## src/rtl/bank_timing_pkg.sv

```systemverilog
package bank_timing_pkg;

    typedef enum logic [1:0] {
        CMD_ACT = 2'd0,
        CMD_RD  = 2'd1,
        CMD_WR  = 2'd2,
        CMD_PRE = 2'd3
    } bank_cmd_e;

    typedef enum logic [1:0] {
        ST_IDLE,
        ST_PRECHARGING,
        ST_OPENING,
        ST_ACTIVE
    } bank_state_e;

endpackage

```

## src/rtl/bank_elapsed_counter.sv

```systemverilog
// Counts cycles since the last restart; holds at all ones.
module bank_elapsed_counter #(
    parameter int W = 6
) (
    input  logic         clk,
    input  logic         rst_n,
    input  logic         restart,
    output logic [W-1:0] elapsed
);
    always_ff @(posedge clk) begin
        if (!rst_n)
            elapsed <= '1;
        else if (restart)
            elapsed <= W'(1);
        else if (elapsed != '1)
            elapsed <= elapsed + W'(1);
    end
endmodule

```

## src/rtl/bank_read_return.sv

```systemverilog
// Shift line marking the cycles in which read data is due.
module bank_read_return #(
    parameter int DEPTH = 16,
    parameter int W     = 6
) (
    input  logic         clk,
    input  logic         rst_n,
    input  logic         push,
    input  logic [W-1:0] lat,
    output logic         due,
    output logic         busy
);
    logic [DEPTH-1:0] line_q;
    logic [DEPTH-1:0] line_d;

    for (genvar i = 0; i < DEPTH; i++) begin : g_slot
        if (i == DEPTH - 1) begin : g_top
            assign line_d[i] = push && (lat == W'(i + 1));
        end else begin : g_mid
            assign line_d[i] = line_q[i+1] | (push && (lat == W'(i + 1)));
        end
    end

    always_ff @(posedge clk) begin
        if (!rst_n)
            line_q <= '0;
        else
            line_q <= line_d;
    end

    assign due  = line_q[0];
    assign busy = |line_q;
endmodule

```

## src/rtl/bank_timing_guard.sv

```systemverilog
module bank_timing_guard
    import bank_timing_pkg::*;
#(
    parameter int CNT_W   = 6,
    parameter int CL_MAX  = 16,
    parameter int DEF_CL  = 3,
    parameter int DEF_RCD = 4,
    parameter int DEF_RP  = 4,
    parameter int DEF_RAS = 8
) (
    input  logic             clk,
    input  logic             rst_n,
    input  logic             cfg_load,
    input  logic [CNT_W-1:0] cfg_cl,
    input  logic [CNT_W-1:0] cfg_rcd,
    input  logic [CNT_W-1:0] cfg_rp,
    input  logic [CNT_W-1:0] cfg_ras,
    input  logic             cmd_valid,
    input  logic [1:0]       cmd_type,
    output logic             allow_act,
    output logic             allow_rd,
    output logic             allow_wr,
    output logic             allow_pre,
    output logic             bank_open,
    output logic             rdata_expected
);
    localparam logic [CNT_W-1:0] CL_LIM   = CNT_W'(CL_MAX);
    localparam logic [CNT_W-1:0] RST_CL   = CNT_W'(DEF_CL);
    localparam logic [CNT_W-1:0] RST_RCD  = CNT_W'(DEF_RCD);
    localparam logic [CNT_W-1:0] RST_RP   = CNT_W'(DEF_RP);
    localparam logic [CNT_W-1:0] RST_RAS  = CNT_W'(DEF_RAS);
    localparam logic [CNT_W-1:0] ONE      = CNT_W'(1);

    bank_state_e      state_q, state_d;
    logic [CNT_W-1:0] cl_q, rcd_q, rp_q, ras_q;
    logic [CNT_W-1:0] act_cnt, pre_cnt;
    logic [CNT_W:0]   act_nxt, pre_nxt;
    logic             act_go, rd_go, pre_go, cfg_take, rd_busy;

    assign act_go = cmd_valid && (cmd_type == CMD_ACT) && allow_act;
    assign rd_go  = cmd_valid && (cmd_type == CMD_RD)  && allow_rd;
    assign pre_go = cmd_valid && (cmd_type == CMD_PRE) && allow_pre;

    assign act_nxt = {1'b0, act_cnt} + {{CNT_W{1'b0}}, 1'b1};
    assign pre_nxt = {1'b0, pre_cnt} + {{CNT_W{1'b0}}, 1'b1};

    bank_elapsed_counter #(.W(CNT_W)) u_since_act (
        .clk     (clk),
        .rst_n   (rst_n),
        .restart (act_go),
        .elapsed (act_cnt)
    );

    bank_elapsed_counter #(.W(CNT_W)) u_since_pre (
        .clk     (clk),
        .rst_n   (rst_n),
        .restart (pre_go),
        .elapsed (pre_cnt)
    );

    bank_read_return #(.DEPTH(CL_MAX), .W(CNT_W)) u_rd_ret (
        .clk   (clk),
        .rst_n (rst_n),
        .push  (rd_go),
        .lat   (cl_q),
        .due   (rdata_expected),
        .busy  (rd_busy)
    );

    // Timing set: accepted only when closed, recovered and quiet.
    assign cfg_take = cfg_load && (state_q == ST_IDLE) && !rd_busy && !act_go
                      && (cfg_cl != '0) && (cfg_cl <= CL_LIM);

    always_ff @(posedge clk) begin
        if (!rst_n) begin
            cl_q  <= RST_CL;
            rcd_q <= RST_RCD;
            rp_q  <= RST_RP;
            ras_q <= RST_RAS;
        end else if (cfg_take) begin
            cl_q  <= cfg_cl;
            rcd_q <= cfg_rcd;
            rp_q  <= cfg_rp;
            ras_q <= cfg_ras;
        end
    end

    // Next-state logic
    always_comb begin
        state_d = state_q;
        unique case (state_q)
            ST_IDLE: begin
                if (act_go)
                    state_d = (rcd_q <= ONE) ? ST_ACTIVE : ST_OPENING;
            end
            ST_OPENING: begin
                if (pre_go)
                    state_d = (rp_q <= ONE) ? ST_IDLE : ST_PRECHARGING;
                else if (act_nxt >= {1'b0, rcd_q})
                    state_d = ST_ACTIVE;
            end
            ST_ACTIVE: begin
                if (pre_go)
                    state_d = (rp_q <= ONE) ? ST_IDLE : ST_PRECHARGING;
            end
            ST_PRECHARGING: begin
                if (pre_nxt >= {1'b0, rp_q})
                    state_d = ST_IDLE;
            end
            default: state_d = ST_IDLE;
        endcase
    end

    // State register
    always_ff @(posedge clk) begin
        if (!rst_n)
            state_q <= ST_IDLE;
        else
            state_q <= state_d;
    end

    // Outputs
    always_comb begin
        allow_act = 1'b0;
        allow_rd  = 1'b0;
        allow_wr  = 1'b0;
        allow_pre = 1'b0;
        bank_open = 1'b0;
        unique case (state_q)
            ST_IDLE: allow_act = 1'b1;
            ST_OPENING: begin
                bank_open = 1'b1;
                allow_pre = (act_cnt >= ras_q);
            end
            ST_ACTIVE: begin
                bank_open = 1'b1;
                allow_rd  = 1'b1;
                allow_wr  = 1'b1;
                allow_pre = (act_cnt >= ras_q);
            end
            ST_PRECHARGING: ;
            default: ;
        endcase
    end
endmodule

```

## config.mk

```make
export PLATFORM = sky130hd
export DESIGN_NAME = bank_timing_guard
export DESIGN_NICKNAME = d
export VERILOG_FILES = /design/src/rtl/bank_timing_pkg.sv /design/src/rtl/bank_elapsed_counter.sv /design/src/rtl/bank_read_return.sv /design/src/rtl/bank_timing_guard.sv
export SDC_FILE = /design/constraint.sdc
export NUM_CORES = 1
export LEC_CHECK = 0
export CORE_ASPECT_RATIO = 1.5
export CORE_MARGIN = 1.5
export CORE_UTILIZATION = 40
export DETAILED_ROUTE_END_ITERATION = 16
export PLACE_DENSITY_LB_ADDON = 0.05
export SLEW_MARGIN = 40
export SYNTH_ARGS = -nofsm -noshare
export SYNTH_HDL_FRONTEND = slang
export SYNTH_SLANG_ARGS = --single-unit
export TNS_END_PERCENT = 50
```

## constraint.sdc

```tcl
create_clock -name clk -period 2.4 [get_ports clk]
set_clock_uncertainty 0.1 [all_clocks]
set_input_delay 0.6 -clock clk [delete_from_list [all_inputs] [get_ports clk]]
set_output_delay 0.6 -clock clk [all_outputs]
set_load 0.01 [all_outputs]
```

==> impl_results.md <==
- Vias: 2209
- Top delay family on crit path: compound AO/OA/AOI/OAI gates
- Chip Width: 70.07 um
- IO buf count: 35
- Total chip power: 2.990 mW
- Initial antenna violation count: 0
- Most area-consuming cells after synthesis: dfxtp_1 (40%), ha_1 (9.3%), mux2i_1 (7.4%)
- Slew HR: 0.7833
- Avg Vias per Cell: 5.185
- Main combinational cell family by area after synthesis: simple AND/OR/NAND/NOR gates
- Initial DRC Count: 79
- DIE HEIGHT: 103.6 um
- Largest stage delay, worst path: 0.33 ns
- Ys async rst share: 0
- Die footprint: 0.007259 mm2
- Starting density of the core: 0.4132
- Synthesized instance count: 296
- Final worst-path cycle share: 0.9663
- Post-synth EDFFs: 0
- Drt total wl: 6.068 mm
- Reg clk slew, reported paths: 0.10 ns
- Ratio of cells with drive above 1 in the final layout: 0.1314
- Worst Hold Class: flip-flop to flip-flop
- Max IR drop VDD: 0.3506 mV
- Synth Register Bits: 54
- Dpl hpwl: 4.630 mm
- Worst skew pair latency: 0.30 ns
- Critical path launch point type: flip-flop
- Minimum clock period: 2.319 ns
- Slew @ Worst Pin: 0.3221 ns
- Compound-Gate Fraction of Synth Area: 0.1261
- Max cap viols: 0
- Most common cell on crit path: ha_1
- Final core utilization: 0.5218
- Core Region: 0.006531 mm2
- Layout area overhead: 26.29%
- Synth unique cells: 47
- Yosys warning count: 0
- Mux contribution to synthesized area: 0.07835
- Worst EP arrival: 2.41 ns
- Critical Path Fanout Max: 4
- Max Buffers Root-to-Sink: 2
- Sink Count: 54
- Ys flop type: dfxtp_1
- Outcome: completed
- CTS tree: yes
- Mapped Nets: 346
- CP bufs+invs: 1
- Final Non-Filler Cells: 426
- Crit Path Class: flip-flop to flip-flop
- Critical Path End Type: flip-flop
- NumNets Final: 399
- Count leader, synth: dfxtp_1
- Antenna cells: 0
- Power Dens Cells: 877.3 mW/mm2
- Pleak: 1.355 nW
- Post-synth top cells: dfxtp_1 (54), nor2_1 (39), ha_1 (20), mux2i_1 (20), inv_1 (19)
- CTS Root Buffer Type: clkbuf_8
- H-tree depth: 2
- Total grt overflow: 0
- Area share of fa/ha/maj cells after synthesis: 0.09272
- Routed wire length per instance: 14.24 um
- Worst path cell trace: buf_4 > ha_1 > and3_4 > xor2_2 > ha_1 > a21o_1 > a211oi_2 > o2111ai_1 > a41oi_1 > a211oi_1
- XOR/XNOR share of the synthesized area: 0.03570
- Critical-path cell with the highest stage delay: dfxtp_2
- Final setup vio count: 0
- I/O pin total: 36
- All-Layer GR Usage: 0.1734
- Post-synthesis sequential area ratio: 0.4006
- Simple logic cell fraction of the synthesized area: 0.2017
- Largest net degree at the start of global routing: 26
- Pins Over Slew Limit: 0
- Dpl cells: 414
- Syn avg cell area: 9.118 um2
- Vias in the first global route: 2289
- Worst path required time: 2.49 ns
- Final hold viol count: 0
- Antenna Nets Post-Route: 0
- TritonRoute pass-1 iters: 4
- DRC Markers: 0
- Cell Rows: 36
- Num CTS Buffers: 5
- Cell taking the most area after synthesis: dfxtp_1
- First-pass GRT wire length: 10.20 mm
- Max Fclk: 431.2 MHz
- Yosys top cell area share: 0.4006
- Netlist Area Pre-Place: 0.002699 mm2
- RePlAce Congestion: 0.8225
worst reg2reg max path: cells and delay by family (launching register included):
| kind | cells | cell delay, ns |
|---|---|---|
| adders and majority gates | 2 | 0.52 |
| DFF | 1 | 0.33 |
| xor gates and xnor gates | 1 | 0.15 |
| and+or+nand+nor | 1 | 0.20 |
| AOI/OAI and AO/OA | 5 | 0.78 |
| buffers and inverters | 1 | 0.14 |
through the flow:
step	setup TNS (ns)	hold WS (ns)	worst slack [ns]	instance area, um2
3_3_place_gp	-2.730	0.3384	-0.1418	3234
5_1_grt	-0.05836	0.4053	-0.05836	3408
3_5_place_dp	-3.147	0.3428	-0.1596	3234
2_1_floorplan	0	0.3174	0.2692	2699
4_1_cts	0	0.3601	0.01124	3343
6_report	0	0.3606	0.08086	3408
registers in the layout (all words and copies together), names as in the netlist:
name	cells
ras_q	6
u_since_act.elapsed	6
state_q	2
cl_q	6
u_rd_ret.line_q	16
rcd_q	6
rp_q	6
u_since_pre.elapsed	6
cell families after synthesis:
| group | count (synthesis) |
|---|---|
| xor+xnor | 11 |
| mux | 21 |
| buf+inv | 35 |
| fa+ha+maj | 20 |
| flops | 54 |
| compound gates | 50 |
| simple gates | 105 |
routing by layer:
metal | track usage | up-vias | wire, um
li1 | - | 1135 | -
met1 | 0.1909 | 1040 | 2514
met2 | 0.3347 | 29 | 3308
met3 | 0.02432 | 5 | 162
met4 | 0.05082 | 0 | 82
met5 | 0 | - | 0
path summary, 6_finish.rpt:
| check | start | endpoint | slack, ns | cells past startpoint |
|---|---|---|---|---|
| worst min register to register | cl_q[5] | cl_q[5] | 0.36 | 2 |
| worst max register to register | u_since_act.elapsed[0] | state_q[0] | 0.08 | 10 |
| worst min-delay path | cl_q[5] | cl_q[5] | 0.36 | 2 |
| worst max-delay path | u_since_act.elapsed[0] | state_q[0] | 0.08 | 10 |
cell type report:
| class | instances | area (um2) |
|---|---|---|
| fillers | 660 | 3123 |
| clock inverters | 1 | 30.03 |
| multi-input cells | 207 | 1474 |
| repair buffers | 62 | 578.1 |
| clock buffers | 7 | 76.32 |
| well taps | 76 | 95.09 |
| inverters | 19 | 71.32 |
| flip-flops and latches | 54 | 1084 |
power by group:
part | switching [mW] | internal [mW] | total (mW)
Combinational | 0.628 | 0.670 | 1.30
Clock | 0.286 | 0.313 | 0.599
Sequential | 0.0928 | 1.00 | 1.09
timing repair:
action / in CTS / in global routing
pin swaps: 1 / 4
hold buffers: 0 / 0
gates cloned: 0 / 1
endpoints found under the hold margin: 0 / 0
resized for setup: 4 / 7
setup buffers: 1 / 2
endpoints found under the setup margin: 1 / 5
placed cells by master (no fill, tap or decap), types with 4 or more instances in the layout:
cell type,netlist,final
nand2_1,17,17
nor4_1,6,6
ha_1,20,20
inv_1,19,19
clkdlybuf4s50_1,0,34
buf_4,1,25
and3_1,5,4
mux2i_1,20,20
nor2_1,39,39
a21oi_1,4,4
a21o_1,4,4
clkbuf_8,0,5
o21ai_1,10,10
dfxtp_1,54,52
o21a_1,15,15
nand3_1,13,13
xnor2_1,7,7
Note: power is estimated with default switching activity, not from simulation.
